## config.mk

```make
export PLATFORM = sky130hd
export DESIGN_NAME = subcode_block_sync
export DESIGN_NICKNAME = d
export VERILOG_FILES = /design/src/rtl/subsync_pkg.sv /design/src/rtl/subsync_rst_sync.sv /design/src/rtl/subsync_pair_detect.sv /design/src/rtl/subsync_modcnt.sv /design/src/rtl/subcode_block_sync.sv
export SDC_FILE = /design/constraint.sdc
export NUM_CORES = 1
export LEC_CHECK = 0
export BUFFER_PORTS_ARGS = -buffer_cell sky130_fd_sc_hd__buf_2
export CAP_MARGIN = 0
export CORE_MARGIN = 10
export CORE_UTILIZATION = 45
export CTS_CLUSTER_DIAMETER = 100
export CTS_CLUSTER_SIZE = 8
export DETAILED_ROUTE_END_ITERATION = 12
export GPL_ROUTABILITY_DRIVEN = 0
export PLACE_DENSITY = 0.7
export SLEW_MARGIN = 30
export SYNTH_ARGS = -nofsm -noshare
export SYNTH_HDL_FRONTEND = slang
export SYNTH_HIERARCHICAL = 1
export SYNTH_SLANG_ARGS = --single-unit
```

## constraint.sdc

```tcl
create_clock -name clk -period 1.8 [get_ports clk]
set_input_delay 0 -clock clk [delete_from_list [all_inputs] [get_ports clk]]
set_output_delay 0 -clock clk [all_outputs]
set_load 0.02 [all_outputs]
```

## src/rtl/subsync_pkg.sv

```systemverilog
package subsync_pkg;
  localparam int unsigned SYM_W_DEF     = 14;
  localparam int unsigned BLOCK_LEN_DEF = 98;
  localparam logic [SYM_W_DEF-1:0] SYNC_A_DEF = 14'b00100000000001;
  localparam logic [SYM_W_DEF-1:0] SYNC_B_DEF = 14'b00000000010010;
endpackage

```

## src/rtl/subsync_rst_sync.sv

```systemverilog
module subsync_rst_sync #(
  parameter int unsigned STAGES = 2
) (
  input  logic clk,
  input  logic rst_n,
  output logic rst_sync_n
);
  logic [STAGES-1:0] chain_q;

  always_ff @(posedge clk or negedge rst_n) begin
    if (!rst_n) chain_q <= '0;
    else        chain_q <= {chain_q[STAGES-2:0], 1'b1};
  end

  assign rst_sync_n = chain_q[STAGES-1];
endmodule

```

## src/rtl/subsync_pair_detect.sv

```systemverilog
module subsync_pair_detect #(
  parameter int unsigned     SYM_W  = 14,
  parameter logic [SYM_W-1:0] SYNC_A = '0,
  parameter logic [SYM_W-1:0] SYNC_B = '0
) (
  input  logic             clk,
  input  logic             rst_n,
  input  logic             stb,
  input  logic [SYM_W-1:0] sym,
  output logic             pair_hit
);
  logic prev_a_q, prev_a_d;
  logic is_a, is_b;

  assign is_a = (sym == SYNC_A);
  assign is_b = (sym == SYNC_B);

  always_comb begin
    prev_a_d = prev_a_q;
    if (stb) prev_a_d = is_a;
  end

  always_ff @(posedge clk or negedge rst_n) begin
    if (!rst_n) prev_a_q <= 1'b0;
    else        prev_a_q <= prev_a_d;
  end

  assign pair_hit = stb & prev_a_q & is_b;
endmodule

```

## src/rtl/subsync_modcnt.sv

```systemverilog
module subsync_modcnt #(
  parameter int unsigned N = 98,
  parameter int unsigned W = $clog2(N)
) (
  input  logic         clk,
  input  logic         rst_n,
  input  logic         en,
  input  logic         clr,
  output logic [W-1:0] cnt,
  output logic         last
);
  localparam logic [W-1:0] TOP = W'(N - 1);

  logic [W-1:0] cnt_q, cnt_d;

  assign last = (cnt_q == TOP);

  always_comb begin
    cnt_d = cnt_q;
    if (clr)     cnt_d = '0;
    else if (en) cnt_d = last ? '0 : cnt_q + W'(1);
  end

  always_ff @(posedge clk or negedge rst_n) begin
    if (!rst_n) cnt_q <= '0;
    else        cnt_q <= cnt_d;
  end

  assign cnt = cnt_q;
endmodule

```

## src/rtl/subcode_block_sync.sv

```systemverilog
module subcode_block_sync
  import subsync_pkg::*;
#(
  parameter int unsigned      SYM_W     = SYM_W_DEF,
  parameter int unsigned      BLOCK_LEN = BLOCK_LEN_DEF,
  parameter logic [SYM_W-1:0] SYNC_A    = SYNC_A_DEF,
  parameter logic [SYM_W-1:0] SYNC_B    = SYNC_B_DEF,
  localparam int unsigned     IDX_W     = $clog2(BLOCK_LEN)
) (
  input  logic             clk,
  input  logic             rst_n,
  input  logic             frame_stb,
  input  logic [SYM_W-1:0] sub_sym,
  output logic             sub_sync,
  output logic [IDX_W-1:0] sym_idx
);
  logic rst_i_n;
  logic pair_hit;
  logic main_last, cand_last;
  logic [IDX_W-1:0] cand_cnt;

  logic locked_q, locked_d;
  logic cand_q, cand_d;
  logic pulse_q, pulse_d;

  logic in_phase, off_phase, confirm, load_zero, cand_start;

  subsync_rst_sync #(.STAGES(2)) rst_i (
    .clk(clk), .rst_n(rst_n), .rst_sync_n(rst_i_n)
  );

  subsync_pair_detect #(.SYM_W(SYM_W), .SYNC_A(SYNC_A), .SYNC_B(SYNC_B)) det_i (
    .clk(clk), .rst_n(rst_i_n), .stb(frame_stb), .sym(sub_sym), .pair_hit(pair_hit)
  );

  // block flywheel
  subsync_modcnt #(.N(BLOCK_LEN), .W(IDX_W)) main_cnt_i (
    .clk(clk), .rst_n(rst_i_n), .en(frame_stb & locked_q), .clr(load_zero),
    .cnt(sym_idx), .last(main_last)
  );

  // distance since the last off-phase pair
  subsync_modcnt #(.N(BLOCK_LEN), .W(IDX_W)) cand_cnt_i (
    .clk(clk), .rst_n(rst_i_n), .en(frame_stb & cand_q), .clr(cand_start),
    .cnt(cand_cnt), .last(cand_last)
  );

  always_comb begin
    in_phase   = locked_q & pair_hit & main_last;
    off_phase  = locked_q & pair_hit & ~main_last;
    confirm    = off_phase & cand_q & cand_last;
    load_zero  = (~locked_q & pair_hit) | confirm;
    cand_start = off_phase & ~confirm;

    locked_d = locked_q | pair_hit;
    pulse_d  = (frame_stb & locked_q & main_last) | load_zero;

    cand_d = cand_q;
    if (frame_stb) begin
      if (confirm | in_phase)      cand_d = 1'b0;
      else if (off_phase)          cand_d = 1'b1;
      else if (cand_q & cand_last) cand_d = 1'b0;
    end
  end

  always_ff @(posedge clk or negedge rst_i_n) begin
    if (!rst_i_n) begin
      locked_q <= 1'b0;
      cand_q   <= 1'b0;
      pulse_q  <= 1'b0;
    end else begin
      locked_q <= locked_d;
      cand_q   <= cand_d;
      pulse_q  <= pulse_d;
    end
  end

  assign sub_sync = pulse_q;
endmodule

```

==> flow_metrics.py <==
metrics = {
    "die": {
        "die_area_sq_um": 5200,
        "die_y_um": 72.1,
        "start_util_pct": 48.4,
        "fp.dieW_um": 72.1,
        "pin_count": 25,
        "rows": 18,
        "fp.coreArea_sq_um": 2520,
    },
    "timing": {
        "hold_viol_final": 0,
        "worst_pin_slew_ns": 0.766,
        "drv_slew": 0,
        "fmax_ghz": 0.461,
        "finalCritPeriodShare_pct": 120,
        "fin_ws_ns": -0.368,
        "setup_viol": 6,
        "period_needed_ns": 2.17,
        "max_slew_margin_pct": 48.9,
        "rsz0062_at_grt": "true",
        "skew_ns": 0.00547,
    },
    "global_route": {
        "grt_usage_pct": 13.3,
        "overflow": 0,
        "grt_pass1_wl_um": 5870,
        "antenna_found_initial": 0,
        "grt_max_degree": 19,
        "grt_pass1_vias": 1343,
    },
    "clock_network": {
        "cts-root-buf": "clkbuf_4",
        "htreeDepth": 1,
        "clk_pin_slew_ns": 0.13,
        "cts_tree": "yes",
        "clock_latency_ns": 0.32,
        "clock_sinks": 20,
        "cts_buffers": 3,
        "clock_path_buffers": 2,
    },
    "yosys": {
        "yosys.area.top_type": "dfrtp_1",
        "synthAdderAreaFrac_pct": 4.10,
        "syn_area_sq_um": 1220,
        "syn_inst": 125,
        "synth_simple_gate_area_share_pct": 30.0,
        "syn_avg_cell_area_sq_um": 9.77,
        "synth_top_family_by_area": "simple AND/OR/NAND/NOR gates",
        "yosysTopAreaCellShare_pct": 41.0,
        "synth_nets": 146,
        "yosysWarnings": 6,
        "yosysSeqAreaShare_pct": 41.0,
        "synth_compound_area_share_pct": 18.3,
        "ys_ff_latch": 20,
        "synthMuxAreaShare_pct": 0,
        "synth_xor_area_share_pct": 2.87,
        "synth_area_leaders": "dfrtp_1 41%, nand2b_1 5.6%, ha_1 4.1%, nand4bb_1 3.7%, nor2b_1 3.1%",
        "yosys.cell_types.count": 35,
    },
    "placement": {
        "dp_slack_ns": -0.331,
        "port_buffers": 24,
        "hpwlAfterDp_um": 2450,
    },
    "detailed_routing": {
        "avgRoutedWirePerCell_um": 16.0,
        "vias_per_cell": 5.49,
        "drc_errors": 0,
        "wl_um": 3670,
        "firstDrtPassIters": 4,
        "initialDrtViolationCount": 72,
        "ant_nets": 0,
        "vias": 1258,
    },
    "final_layout": {
        "multi_input_comb_area_sq_um": 768,
        "seq_area_sq_um": 503,
        "syn_to_final_growth_pct": 54.0,
        "drive_gt1_share_pct": 46.2,
        "fin_util_pct": 74.6,
        "fillers": 187,
        "finalNetCount": 221,
        "diodes": 0,
    },
    "outcome": {
        "status": "complete, but fails checks",
        "violations": "setup timing",
    },
    "run": {
        "drv_cap": 0,
    },
    "power_and_ir_drop": {
        "power_density_nw_per_um2": 468,
        "leakage_nw": 0.857,
        "vdd_drop_max_v": 0.000522,
    },
    "setup_path": {
        "required_ns": 2.02,
        "path_max_fanout": 3,
        "cp-start-kind": "register",
        "path_class": "register to register",
        "crit_arrival_ns": 2.39,
        "cp-end-kind": "register",
    },
    "hold_path": {
        "worstHoldPathType": "input pin to register",
    },
}
timing repair:
action                                  CTS  global route
pin swaps                                 7            10
resized for setup                         2             3
hold endpoints to repair                  4             0
endpoints found under the setup margin    6            10
buffers inserted                          5             5
hold buffers                              5             0
worst max-delay path: stages, from the launching register on:
cell and delay (ns):
dfrtp_1 0.42, ha_2 0.20, nand4bb_1 0.17, nor2_4 0.07
buf_4 0.15, a211oi_4 0.29, o2111ai_2 0.16, or3_1 0.34
a221oi_2 0.27
layout make-up:
type	instances	area share (%)
Sequential cell	20	26.7
Inverter	3	0.599
Timing Repair Buffer	74	27.0
Clock inverter	1	1.60
Multi-Input combinational cell	98	40.9
Tap cell	30	2.00
Clock buffer	3	1.20
where the power goes:
part	internal, mW	switching, mW	leakage [nW]
combinational	0.0220	0.0128	0.558
clock	0.225	0.161	0.0279
sequential	0.451	0.00844	0.272
path summary, 6_finish.rpt:
kind,to,cells after the start,from,slack [ns]
worst min-delay path,det_i/prev_a_q$_DFFE_PN0P_,3,frame_stb,0.04
worst max register to register,cand_cnt_i/cnt[6]$_DFFE_PN0P_,8,cand_cnt_i/cnt[0]$_DFFE_PN0P_,-0.37
worst max-delay path,cand_cnt_i/cnt[6]$_DFFE_PN0P_,8,cand_cnt_i/cnt[0]$_DFFE_PN0P_,-0.37
worst min register to register,cand_q$_DFFE_PN0P_,0,rst_i/chain_q[1]$_DFF_PN0_,0.32
min in group asynchronous,cand_q$_DFFE_PN0P_,0,rst_i/chain_q[1]$_DFF_PN0_,0.32
max in group asynchronous,main_cnt_i/cnt[0]$_DFFE_PN0P_,0,rst_i/chain_q[1]$_DFF_PN0_,0.95
cell usage after synthesis:
cell type and n:
a211oi_1 3, a21oi_1 6, a21oi_2 1, a221oi_2 2, a31oi_1 1, a32o_1 1
and2_1 2, and3b_1 2, buf_6 2, clkbuf_1 2, conb_1 1, dfrtp_1 20
ha_1 4, inv_1 3, nand2_1 8, nand2b_1 11, nand3_1 5, nand4_1 2
nand4b_1 2, nand4bb_1 4, nor2_1 8, nor2b_1 6, nor4_1 3, o2111ai_2 2
o21ai_0 2, o21ai_1 4, o22ai_1 2, o31ai_1 2, o32a_1 2, o32ai_1 1
or2_2 1, or2b_1 2, or3_1 2, or3b_1 2, xor2_1 4
through the flow:
stage	instances	cell area, sq um	hold slack (ns)	TNS (ns)	power, mW
after floorplan	125	1290	-0.296	-1.06	0.470
after global placement	210	1680	-0.216	-1.25	0.495
after detailed placement	210	1680	-0.211	-1.43	0.496
after CTS	224	1830	0.0510	-1.27	0.877
after global routing	229	1880	0.0529	-2.24	0.904
final	229	1880	0.0405	-1.71	0.880
registers in the layout, indices dropped and copies added, names as in the netlist:
register	count
rst_i/chain_q	2
locked_q	1
det_i/prev_a_q	1
cand_q	1
sub_sync	1
main_cnt_i/cnt	7
cand_cnt_i/cnt	7
routing by layer:
layer / vias up / global-route usage (%) / share of wire, %
met5: - / 0 / 0
met4: 0 / 4.52 / 2.1
met3: 7 / 2.18 / 4.0
met2: 33 / 24.0 / 52
met1: 615 / 15.4 / 42
li1: 603 / - / -
cell usage in the layout, fill, tap and decap left out, types with 2 or more instances in the layout:
| cell | Yosys | routed |
|---|---|---|
| nand4bb_1 | 4 | 3 |
| buf_4 | 0 | 45 |
| nor2b_1 | 6 | 6 |
| nor2_1 | 8 | 6 |
| and2_1 | 2 | 2 |
| o32a_1 | 2 | 2 |
| nand2_1 | 8 | 7 |
| nor2_4 | 0 | 2 |
| a221oi_2 | 2 | 2 |
| nor4_1 | 3 | 2 |
| nand4_1 | 2 | 2 |
| dlygate4sd3_1 | 0 | 5 |
| inv_1 | 3 | 2 |
| dfrtp_2 | 0 | 2 |
| clkbuf_4 | 0 | 3 |
| a21oi_1 | 6 | 6 |
| nand4b_1 | 2 | 2 |
| or2b_1 | 2 | 2 |
| o22ai_1 | 2 | 2 |
| or3_1 | 2 | 2 |
| o2111ai_2 | 2 | 2 |
| or3b_1 | 2 | 2 |
| and3b_1 | 2 | 2 |
| o31ai_1 | 2 | 2 |
| ha_1 | 4 | 2 |
| buf_2 | 0 | 24 |
| nand3_1 | 5 | 5 |
| o21ai_0 | 2 | 2 |
| nand2b_1 | 11 | 11 |
| xor2_1 | 4 | 3 |
| dfrtp_1 | 20 | 18 |
| o21ai_1 | 4 | 4 |
cells by family after synthesis:
group           after synthesis
xor+xnor                      4
buf+inv                       7
simple gates                 60
compound gates               29
flops                        20
other cells                   1
fa+ha+maj                     4
Power figures use the tool's default switching activity.
